==> src/rtl/trace_dump_writer.sv <==
module trace_dump_writer #(
  parameter int ADDR_W = 32,
  parameter int CLK_W  = 64,
  parameter int ID_W   = 8
) (
  input  logic              clk,
  input  logic              rst_n,
  input  logic              start,
  input  logic [3:0]        first_reg,
  input  logic [3:0]        last_reg,
  input  logic [31:0]       operand,
  input  logic              wide_mode,
  input  logic [CLK_W-1:0]  clock_val,
  input  logic [ID_W-1:0]   cpu_id,
  output logic [3:0]        rf_idx,
  input  logic [63:0]       rf_data,
  input  logic [ADDR_W-1:0] base_addr,
  output logic [ADDR_W-1:0] wr_addr,
  output logic [31:0]       wr_data,
  output logic              wr_en,
  output logic              busy,
  output logic              done,
  output logic [7:0]        done_size
);

  localparam int KW = 6;

  logic              busy_q, done_q, wide_q;
  logic [KW-1:0]     k_q;
  logic [3:0]        n_q, r1_q;
  logic [31:0]       op_q;
  logic [CLK_W-1:0]  clk_q;
  logic [ID_W-1:0]   id_q;
  logic [ADDR_W-1:0] base_q;
  logic [7:0]        size_q;

  logic [63:0]   ts;
  logic [KW-1:0] hdr, tot, j;
  logic [3:0]    off;
  logic          last;
  logic [7:0]    size_c;

  assign ts     = {clk_q[CLK_W-ID_W-1:0], id_q};
  assign hdr    = wide_q ? KW'(4) : KW'(3);
  assign tot    = wide_q ? ({1'b0, n_q, 1'b0} + KW'(6)) : ({2'b0, n_q} + KW'(4));
  assign last   = (k_q == tot - KW'(1));
  assign j      = k_q - hdr;
  assign off    = wide_q ? j[4:1] : j[3:0];
  assign rf_idx = r1_q + off;
  assign size_c = wide_q ? ({1'b0, n_q, 3'b0} + 8'd24) : ({2'b0, n_q, 2'b0} + 8'd16);

  assign busy      = busy_q;
  assign wr_en     = busy_q;
  assign done      = done_q;
  assign done_size = size_q;
  assign wr_addr   = base_q + {{(ADDR_W-KW-2){1'b0}}, k_q, 2'b00};

  always_comb begin
    wr_data = 32'h0;
    if (k_q == '0)
      wr_data = {4'h7, n_q, wide_q ? 8'h80 : 8'h00,
                 wide_q ? clk_q[CLK_W-1:CLK_W-16] : ts[47:32]};
    else if (wide_q) begin
      case (k_q)
        KW'(1):  wr_data = ts[63:32];
        KW'(2):  wr_data = ts[31:0];
        KW'(3):  wr_data = op_q;
        default: wr_data = j[0] ? rf_data[31:0] : rf_data[63:32];
      endcase
    end else begin
      case (k_q)
        KW'(1):  wr_data = ts[31:0];
        KW'(2):  wr_data = op_q;
        default: wr_data = rf_data[31:0];
      endcase
    end
  end

  always_ff @(posedge clk or negedge rst_n) begin
    if (!rst_n) begin
      busy_q <= 1'b0;
      done_q <= 1'b0;
      wide_q <= 1'b0;
      k_q    <= '0;
      n_q    <= '0;
      r1_q   <= '0;
      op_q   <= '0;
      clk_q  <= '0;
      id_q   <= '0;
      base_q <= '0;
      size_q <= '0;
    end else begin
      done_q <= 1'b0;
      if (!busy_q) begin
        if (start) begin
          busy_q <= 1'b1;
          k_q    <= '0;
          n_q    <= last_reg - first_reg;
          r1_q   <= first_reg;
          wide_q <= wide_mode;
          op_q   <= operand;
          clk_q  <= clock_val;
          id_q   <= cpu_id;
          base_q <= base_addr;
        end
      end else if (last) begin
        busy_q <= 1'b0;
        done_q <= 1'b1;
        size_q <= size_c;
      end else begin
        k_q <= k_q + KW'(1);
      end
    end
  end


  addr_step_chk: assert property (@(posedge clk) disable iff (!rst_n)
    wr_en && $past(wr_en) |-> wr_addr == $past(wr_addr) + ADDR_W'(4));


  first_addr_chk: assert property (@(posedge clk) disable iff (!rst_n)
    $rose(busy) |-> wr_addr == $past(base_addr));


  header_tag_chk: assert property (@(posedge clk) disable iff (!rst_n)
    $rose(busy) |-> wr_data[31:28] == 4'h7);


  done_pulse_chk: assert property (@(posedge clk) disable iff (!rst_n)
    done |=> !done);


  done_after_write_chk: assert property (@(posedge clk) disable iff (!rst_n)
    done |-> $past(wr_en) && !wr_en);


  stay_busy_chk: assert property (@(posedge clk) disable iff (!rst_n)
    busy && !last |=> busy);

endmodule

==> config.mk <==
export PLATFORM = sky130hd
export DESIGN_NAME = trace_dump_writer
export DESIGN_NICKNAME = d
export VERILOG_FILES = /design/src/rtl/trace_dump_writer.sv
export SDC_FILE = /design/constraint.sdc
export NUM_CORES = 1
export LEC_CHECK = 0
export ABC_AREA = 1
export ABC_CLOCK_PERIOD_IN_PS = 4250
export BUFFER_PORTS_ARGS = -buffer_cell sky130_fd_sc_hd__buf_2
export CORE_MARGIN = 2
export CORE_UTILIZATION = 43
export DETAILED_ROUTE_END_ITERATION = 6
export PLACE_DENSITY = 0.77
export SLEW_MARGIN = 10
export SYNTH_ARGS = -nofsm -noshare
export SYNTH_HDL_FRONTEND = slang
export SYNTH_SLANG_ARGS = --single-unit
==> constraint.sdc <==
create_clock -name clk -period 4.25 [get_ports clk]
set_input_delay 0.6375 -clock clk [delete_from_list [all_inputs] [get_ports clk]]
set_output_delay 0.6375 -clock clk [all_outputs]
set_load 0.02 [all_outputs]
==> results.toml, run 1 <==
[cells_and_area]
fin_nets = 1729
fin_cells = 1821
final_cell_area_um2 = 12400
nFillCells = 2125
area_growth_pct = 22.9
final_util = 0.543
drive_above_1_share = 0.318

[place]
pre_cts_slack_ns = 0.641
post-dp-hpwl_mm = 24.2
dp.cells = 1781
portBuffers = 288
gp_congestion = 0.942
place_area_um2 = 11700

[die]
start_util = 0.441
fp.dieW_um = 157
num_io_pins = 291
row_count = 55
dieHeight_um = 157
die_area_um2 = 24600
core_um2 = 22800

[setup_path]
path_max_fanout = 25
cp.buffers_inverters = 3
path_delay_family = "buffers and inverters"
reg2reg_slack_ns = 1.50
r2r_cells = 11
critPathArrivalTime_ns = 3.28
cp_slowest_stage_delay_ns = 0.81
startpoint_type = "flip-flop"
rr_endpoint = "k_q[0]"
crit_path_top_delay_cell = "ha_1"
cp_common_cell = "nand2_1"
critPathKind = "flip-flop to primary output"
crit_path_end_kind = "primary output"
required_ns = 3.61
path_cells = "inv_1 > ha_1 > inv_2 > nand2_1 > nand2_1 > a21oi_1 > nor2_1 > o21ai_1 > o21ai_0 > buf_2"
r2r_start = "wide_q"

[sta]
tns_ns = 0
slew_violations = 0
finalWorstSetupSlack_ns = 0.336
slew_headroom = 0.427
finalCritPeriodShare = 0.921
max_freq_ghz = 0.255
timing.hold.ws_ns = 0.165
rsz0062_at_grt = "false"
finClkSkew_ns = 0.0109
worst_pin_slew_ns = 0.859
setup_violations = 0
finalHoldViolations = 0
fin_crit_ns = 3.91

[clock_tree]
cts.sinks = 159
clockBufferDepth = 2
clk_latency_ns = 0.43
cts_buffers = 17
cts-resized-gates = 0
htreeDepth = 4
cts-root-buf = "clkbuf_16"
cts_tree = "yes"
clk_pin_slew_ns = 0.07

[yosys]
synth-main-ff-cell = "dfrtp_1"
synth_edf_count = 0
avgSynthCellArea_um2 = 8.13
synth_common_cells = "297 x nand2_1, 159 x dfrtp_1, 108 x nor2_1"
synthArstFlopShare = 1.00
synth_area_leaders = "dfrtp_1 40%, nand2_1 11%, mux2_2 11%"
ys_seq_area_frac = 0.396
synth_warnings = 0
syn_inst = 1236
synth.most_common_cell = "nand2_1"
ys_types = 45
synth_top_area_share = 0.396
syn_area_um2 = 10100
ys_ff_latch = 159
synth.largest_area_cell = "dfrtp_1"

[power]
p_sw_frac = 0.517
clkPwrFrac = 0.133
power.density_nw_per_um2 = 958
power_frac_comb = 0.623
p_switching_mw = 6.12
p_seq_frac = 0.243
max-vdd-ir-drop_mv = 0.576
leakage_nw = 6.11
power.internal_mw = 5.71
power_mw = 11.8

[route]
routed_wl_mm = 33.1
ant_nets = 0
first_pass_iters = 5
drt_first_iter_violations = 884
drc_errors = 0
wl_per_cell_um = 18.2
vias_per_cell = 5.38
vias = 9798

[worst_hold_path]
min_path_type = "input pin to asynchronous set/reset pin"

[global_route]
grt_pass1_vias = 9453
grt_max_degree = 111
antenna_found_initial = 9
overflow = 0
grt_pass1_wl_mm = 51.1
grt_usage = 0.272

[outcome]
status = "complete, no violations"

[job]
drv_cap = 0
==> worst register-to-register path, stage by stage (launching register included) <==
cell and delay, ns:
dfrtp_2 0.39, buf_4 0.64, o21ai_2 0.23, ha_1 0.34, xnor2_1 0.12, nor3_1 0.16
nand3_1 0.14, nor2_4 0.19, nand3_4 0.14, nand2_2 0.17, nand3_1 0.09, nand2_1 0.08
==> worst max-delay path by stage <==
| stage | startpoint | slack (ns) | end | depth (start not counted) |
|---|---|---|---|---|
| floorplan | wide_q | 0.72 | rf_idx[3] | 12 |
| global placement | k_q[0] | 0.80 | wr_data[11] | 11 |
| detailed placement | k_q[0] | 0.64 | wr_data[30] | 11 |
| CTS | k_q[0] | 0.19 | wr_data[30] | 11 |
| global route | k_q[0] | 0.12 | wr_data[15] | 10 |
| finish | k_q[0] | 0.34 | wr_data[4] | 10 |
==> flip-flops by register name (all words and copies together) (netlist names) <==
signal and flops:
clk_q 64, r1_q 4, k_q 6, done 1
busy 1, wide_q 1, op_q 32, done_size 6
n_q 4, id_q 8, base_q 32
==> cells in the final DEF, fill, tap and decap left out, types with 13 or more instances in the layout <==
cell type and count:
nand3_1 56, a21oi_1 99, dfrtp_1 158, clkbuf_16 17, xnor2_1 14, inv_1 78
mux2_2 98, o21ai_1 13, ha_1 22, buf_4 15, nor3_1 15, nand2_1 296
o21ai_0 47, buf_2 287, o211ai_1 13, xor2_1 27, nor2_1 108
==> area by class of cell <==
type / count / area [um^2] / share of cell area
Antenna cell: 4 / 10.0 / 0.000810
Multi-Input combinational cell: 918 / 5410 / 0.437
Clock inverter: 15 / 194 / 0.0157
Inverter: 89 / 334 / 0.0270
Timing Repair Buffer: 306 / 1620 / 0.131
Tap cell: 313 / 392 / 0.0317
Clock buffer: 17 / 425 / 0.0344
Sequential cell: 159 / 3980 / 0.322
==> what timing repair did <==
item / CTS / global route
buffers inserted: 0 / 4
endpoints found under the setup margin: 0 / 8
hold buffers: 0 / 0
==> power by group through the flow <==
stage                     sequential (mW)  combinational, mW  clock (mW)
after floorplan                      2.72               5.24           0
after global placement               2.87               7.15           0
after detailed placement             2.89               7.26           0
after CTS                            2.87               7.30        1.61
after global routing                 2.98               8.09        1.67
final                                2.88               7.38        1.58
==> logic make-up (layout without fill, tap and decap cells) <==
kind of cell               Yosys count  after routing  share of synthesized area
AOI/OAI and AO/OA                  231            231                      0.133
adders and majority gates           26             26                     0.0353
xor gates and xnor gates            41             41                     0.0357
other                                1              6                   0.000373
buffers and inverters              160            427                     0.0678
muxes                              102            102                      0.114
DFF                                159            159                      0.396
and+or+nand+nor                    516            516                      0.218
==> per-layer routing <==
layer / part of all wire / wire, um / global-route usage
met4: 0.029 / 950 / 0.103
met5: 0.0012 / 41 / 0
met2: 0.48 / 15800 / 0.441
met1: 0.42 / 13800 / 0.351
met3: 0.076 / 2510 / 0.0686
Power figures use the tool's default switching activity.
==> inputs of run 2 (changes only) <==
Settings changed: ABC_AREA 1 to 0, ABC_CLOCK_PERIOD_IN_PS 4250 to 4500, PLACE_DENSITY 0.77 to 0.78.
Clock period 4.25 ns to 4.5 ns, I/O delays scaled along.
==> run 2 against run 1 <==
  * Clock skew rose by 0.0037 ns
  * Non-clock buffer count unchanged
  * Largest power group unchanged
  * Clock power down 7%
  * Critical path depth fell by 3
  * Final cell count shrank 5.0%
  * Critical path type unchanged
  * Global-route usage shrank 0.71 points
==> results.toml, run 2 <==
[outcome]
status = "complete, no violations"

[sta]
worst_pin_slew_ns = 1.03
setup_violations = 0
finalHoldViolations = 0
finClkSkew_ns = 0.0146
max_freq_ghz = 0.238
timing.hold.ws_ns = 0.371
slew_headroom = 0.311
finalWorstSetupSlack_ns = 0.300
slew_violations = 0
rsz0062_at_grt = "false"
tns_ns = 0
fin_crit_ns = 4.20
finalCritPeriodShare = 0.933

[route]
first_pass_iters = 6
ant_nets = 0
wl_per_cell_um = 18.1
vias_per_cell = 5.51
routed_wl_mm = 31.3
drc_errors = 0
vias = 9526
drt_first_iter_violations = 1007

[power]
max-vdd-ir-drop_mv = 0.353
power_mw = 8.58
leakage_nw = 6.29
power.density_nw_per_um2 = 722

[cells_and_area]
regArea_um2 = 3980
final_cell_area_um2 = 11900
multiInputGateArea_um2 = 5240
area_growth_pct = 23.1
nFillCells = 2049
fin_nets = 1666
top_regs = "clk_q: 64 flops, base_q: 32 flops, op_q: 32 flops"
final_cell_mix = "490 x nand2_1, 287 x buf_2, 158 x dfrtp_1"
drive_above_1_share = 0.257
largest_register = "clk_q"
largest_reg_flops = 64
layout_commonest_cell = "nand2_1"

[yosys]
ys_types = 60
avgSynthCellArea_um2 = 8.12
synthSimpleGateAreaFrac = 0.252
ys_seq_area_frac = 0.412
synthMuxAreaShare = 0.0668
synth_top_area_share = 0.412
synthAdderAreaFrac = 0.0368
syn_inst = 1188
synth_warnings = 0
synth.most_common_cell = "nand2_1"
synth_common_cells = "491 x nand2_1, 159 x dfrtp_1, 50 x a21oi_1"
synthArstFlopShare = 1.00
synth_xor_area_frac = 0.0423
synth_area_leaders = "dfrtp_1 41%, nand2_1 19%, mux2i_1 3.2%"
synth-compound-area-share = 0.141
synth_edf_count = 0
synth-main-ff-cell = "dfrtp_1"
synth.largest_area_cell = "dfrtp_1"
syn_area_um2 = 9650
ys_ff_latch = 159
synth_top_family_by_area = "simple AND/OR/NAND/NOR gates"

[die]
core_um2 = 22000
dieHeight_um = 154
fp.dieW_um = 154
die_area_um2 = 23700
start_util = 0.439
num_io_pins = 291
row_count = 54

[setup_path]
endpoint = "wr_data[13]"
startpoint_type = "flip-flop"
critPathKind = "flip-flop to primary output"
path_cells = "nor4_2 > and2_1 > nand2b_2 > buf_4 > a21oi_1 > mux4_2 > buf_2"
required_ns = 3.83
cp_slowest_stage_delay_ns = 0.65
path_max_fanout = 27
r2r_start = "wide_q"
crit_path_top_delay_cell = "nor4_2"
r2r_cells = 10
rr_endpoint = "done_size[6]"
crit_start = "k_q[3]"
critPathArrivalTime_ns = 3.52
reg2reg_slack_ns = 1.24
crit_path_end_kind = "primary output"

[place]
portBuffers = 288
place_area_um2 = 11300
post-dp-hpwl_mm = 22.0
gp_congestion = 0.879
pre_cts_slack_ns = 0.791

[clock_tree]
clk_pin_slew_ns = 0.08
cts_buffers = 17
clockBufferDepth = 2
cts_tree = "yes"
cts_setup_buffers = 0
holdBufCountCts = 0
htreeDepth = 4
clk_latency_ns = 0.42
cts.sinks = 159
cts-root-buf = "clkbuf_16"
cts-resized-gates = 0

[job]
drv_cap = 0

[global_route]
grt_usage = 0.265
overflow = 0
grt_pass1_vias = 9430
grt_max_degree = 149
grt_pass1_wl_mm = 49.8
antenna_found_initial = 17

[worst_hold_path]
min_path_type = "input pin to asynchronous set/reset pin"
==> run 2: cell types whose count changed after synthesis, sizes merged, moves of 19 or more <==
cell | previous run | this run
a21oi | 99 | 50
a222oi | 0 | 19
a22oi | 6 | 34
inv | 89 | 25
mux2 | 98 | 12
mux2i | 4 | 32
nand2 | 302 | 492
nand3 | 61 | 25
nor2 | 116 | 25
o21ai | 65 | 38
==> run 2: kinds of logic (layout without fill, tap and decap cells) <==
logic type,Yosys count,count (layout)
AO/OA/AOI/OAI,201,201
XOR/XNOR,45,45
adder cells (fa/ha/maj),26,26
buffers and inverters,112,364
flip-flops,159,159
multiplexers,51,51
other,1,11
AND/OR/NAND/NOR,593,593
==> run 2: report_power, final <==
| group | leakage, nW | switching [mW] | total (mW) | internal [mW] |
|---|---|---|---|---|
| clock network | 0.290 | 0.656 | 1.47 | 0.817 |
| logic | 4.00 | 2.59 | 4.35 | 1.76 |
| registers | 2.00 | 0.680 | 2.76 | 2.08 |
| total | 6.29 | 3.92 | 8.58 | 4.66 |
==> run 2: worst min path at each step <==
stage                    from        end  slack (ns)
global route            rst_n  clk_q[61]        0.43
floorplan               rst_n  base_q[0]        0.38
detailed placement  clk_q[60]  clk_q[60]        0.46
global placement    clk_q[60]  clk_q[60]        0.46
CTS                     rst_n  clk_q[61]        0.41
finish                  rst_n  clk_q[61]        0.37
==> run 2: final cells by class <==
cell class | count | share of cell area
antenna | 9 | 0.00190
clock buffer | 19 | 0.0381
clock inverter | 13 | 0.0122
inverter | 26 | 0.00821
multi-input combinational | 918 | 0.441
sequential | 159 | 0.335
tap | 280 | 0.0295
timing repair buffer | 306 | 0.134
==> run 2: worst max-delay path, delay by kind of cell (launching register included) <==
family | cells | cell delay (ns)
simple gates | 3 | 1.44
flops | 1 | 0.54
buf+inv | 2 | 0.54
mux | 1 | 0.47
compound gates | 1 | 0.11
==> run 2: metrics by stage <==
step	cells	util
6_report	1730	0.541
5_1_grt	1726	0.541
4_1_cts	1721	0.540
3_5_place_dp	1689	0.513
3_3_place_gp	1689	0.513
2_1_floorplan	1189	-
==> run 2: per-layer routing <==
metal / global-route usage / share of wire / vias to the layer above
met3: 0.0899 / 0.11 / 72
met1: 0.332 / 0.40 / 4455
met2: 0.431 / 0.46 / 492
met4: 0.0917 / 0.025 / 12
li1: - / - / 4495
met5: 0 / 0.0026 / -
==> inputs of run 3 (changes only) <==
Settings changed: ABC_CLOCK_PERIOD_IN_PS 4500 to 3800, PLACE_DENSITY 0.78 to 0.8.
Clock period 4.5 ns to 3.8 ns, I/O delays scaled along.
==> run 3 against run 2 <==
  * Sequential cell count unchanged
  * Clock power rose by 14%
  * Total power grew 19%
  * Register-to-register slack got worse by 0.66 ns
  * Clock-buffer cell count stayed put
  * Clock skew is 0.0062 ns lower
  * Core utilization is 0.52 points higher
  * Final cell count up 0.29%
  * Critical endpoint is now rf_idx[3]
  * Die area is the same
  * Critical path depth up 4
  * Final area increased by 0.96%
==> results.toml, run 3 (same netlist as run 2, synthesis figures left out) <==
[power]
power_frac_comb = 0.522
p_seq_frac = 0.313
clkPwrFrac = 0.164
p_switching_mw = 4.64
leakage_nw = 6.33
power.density_nw_per_um2 = 854
max-vdd-ir-drop_mv = 0.467
power.internal_mw = 5.61
p_sw_frac = 0.453

[outcome]
status = "complete, no violations"

[cells_and_area]
top_regs = "clk_q: 64 flops, base_q: 32 flops, op_q: 32 flops"
area_growth_pct = 24.3
fin_cells = 1735
drive_above_1_share = 0.265
fin_nets = 1672
largest_reg_flops = 64
largest_register = "clk_q"
layout_commonest_cell = "nand2_1"
final_cell_mix = "490 x nand2_1, 286 x buf_2, 156 x dfrtp_1"

[clock_tree]
clk_latency_ns = 0.42
cts_buffers = 17
cts_tree = "yes"
cts-root-buf = "clkbuf_16"
cts.sinks = 159
htreeDepth = 4
clockBufferDepth = 2
clk_pin_slew_ns = 0.07

[place]
portBuffers = 288
post-dp-hpwl_mm = 21.8
dp.cells = 1694
gp_congestion = 0.911
pre_cts_slack_ns = 0.392

[setup_path]
path_cells = "inv_2 > ha_2 > fa_1 > xnor2_1 > a21o_1 > ha_1 > a21o_1 > a21oi_2 > xor2_1 > xnor2_2 > buf_4"
required_ns = 3.23
crit_path_top_delay_cell = "dfrtp_2"
cp_common_cell = "a21o_1"
path_max_fanout = 6
crit_path_end_kind = "primary output"
critPathKind = "flip-flop to primary output"
r2r_start = "wide_q"
cp.buffers_inverters = 2
critPathArrivalTime_ns = 3.09
reg2reg_slack_ns = 0.58
cp_slowest_stage_delay_ns = 0.42
r2r_cells = 10
path_delay_family = "adder cells"
startpoint_type = "flip-flop"
rr_endpoint = "done_size[2]"

[job]
drv_cap = 0

[route]
vias_per_cell = 5.47
vias = 9484
ant_nets = 0
drc_errors = 0
routed_wl_mm = 30.9
drt_first_iter_violations = 826
first_pass_iters = 7
wl_per_cell_um = 17.8

[sta]
finalCritPeriodShare = 0.963
finalWorstSetupSlack_ns = 0.140
finalHoldViolations = 0
fin_crit_ns = 3.66
slew_violations = 0
max_freq_ghz = 0.273
worst_pin_slew_ns = 0.835
rsz0062_at_grt = "true"
slew_headroom = 0.443
setup_violations = 0
finClkSkew_ns = 0.00840
timing.hold.ws_ns = 0.152

[die]
core_um2 = 22000
dieHeight_um = 154
num_io_pins = 291
start_util = 0.439
row_count = 54
fp.dieW_um = 154
die_area_um2 = 23700

[global_route]
grt_usage = 0.263
grt_use_met2 = 0.418
grt_max_degree = 122
grt_most_used_layer = "met2"
grt_pass1_wl_mm = 49.4
antenna_found_initial = 10
met3_usage = 0.0769
overflow = 0
grt_use_met1 = 0.345
grt_pass1_vias = 9329

[worst_hold_path]
min_path_type = "input pin to asynchronous set/reset pin"
-- run 3: changes by cell type in the layout (fill, tap and decap cells not counted), sizes merged --
cell      delta
buf          +6
clkinv       +1
clkinvlp     +1
diode        -1
inv          -2
-- run 3: worst max-delay path by stage --
stage                     startpoint     endpoint  cells after the start
final                         k_q[0]    rf_idx[3]                     11
after global routing          k_q[1]  wr_addr[20]                     10
after CTS                     k_q[1]    rf_idx[3]                     10
after detailed placement      k_q[1]  wr_addr[20]                     10
after global placement        wide_q    rf_idx[3]                     11
after floorplan               wide_q  wr_data[17]                     11
-- run 3: timing repair --
item / in CTS / in global routing
pin swaps: 0 / 2
endpoints found under the setup margin: 2 / 13
hold buffers: 0 / 0
buffers inserted: 0 / 1
gates resized for setup: 4 / 6
-- run 3: per-stage QoR --
| step | utilization | total power, mW | area (um^2) | TNS, ns |
|---|---|---|---|---|
| global route | 0.546 | 11.0 | 12000 | -0.0473 |
| finish | 0.546 | 10.2 | 12000 | 0 |
| floorplan | - | 6.77 | 9660 | 0 |
| CTS | 0.544 | 10.2 | 12000 | 0 |
| global placement | 0.518 | 8.33 | 11400 | 0 |
| detailed placement | 0.518 | 8.47 | 11400 | 0 |
-- run 3: metal layers --
layer	share of wire	vias up
li1	-	4502
met1	0.43	4488
met2	0.46	432
met3	0.089	56
met4	0.025	6
met5	0.0011	-
-- run 3: cell type report --
class	instances	area, um^2
clock inverter	13	130
inverter	26	100
antenna	8	20.0
fill	2071	9960
sequential	159	3980
clock buffer	19	443
tap	280	350
timing repair buffer	312	1710
multi-input combinational	918	5270
-- run 3: power groups by stage --
stage	sequential (mW)	clock (mW)	combinational, mW
finish	3.21	1.68	5.35
global route	3.31	1.79	5.89
floorplan	2.99	0	3.78
detailed placement	3.21	0	5.26
global placement	3.17	0	5.16
CTS	3.18	1.71	5.30
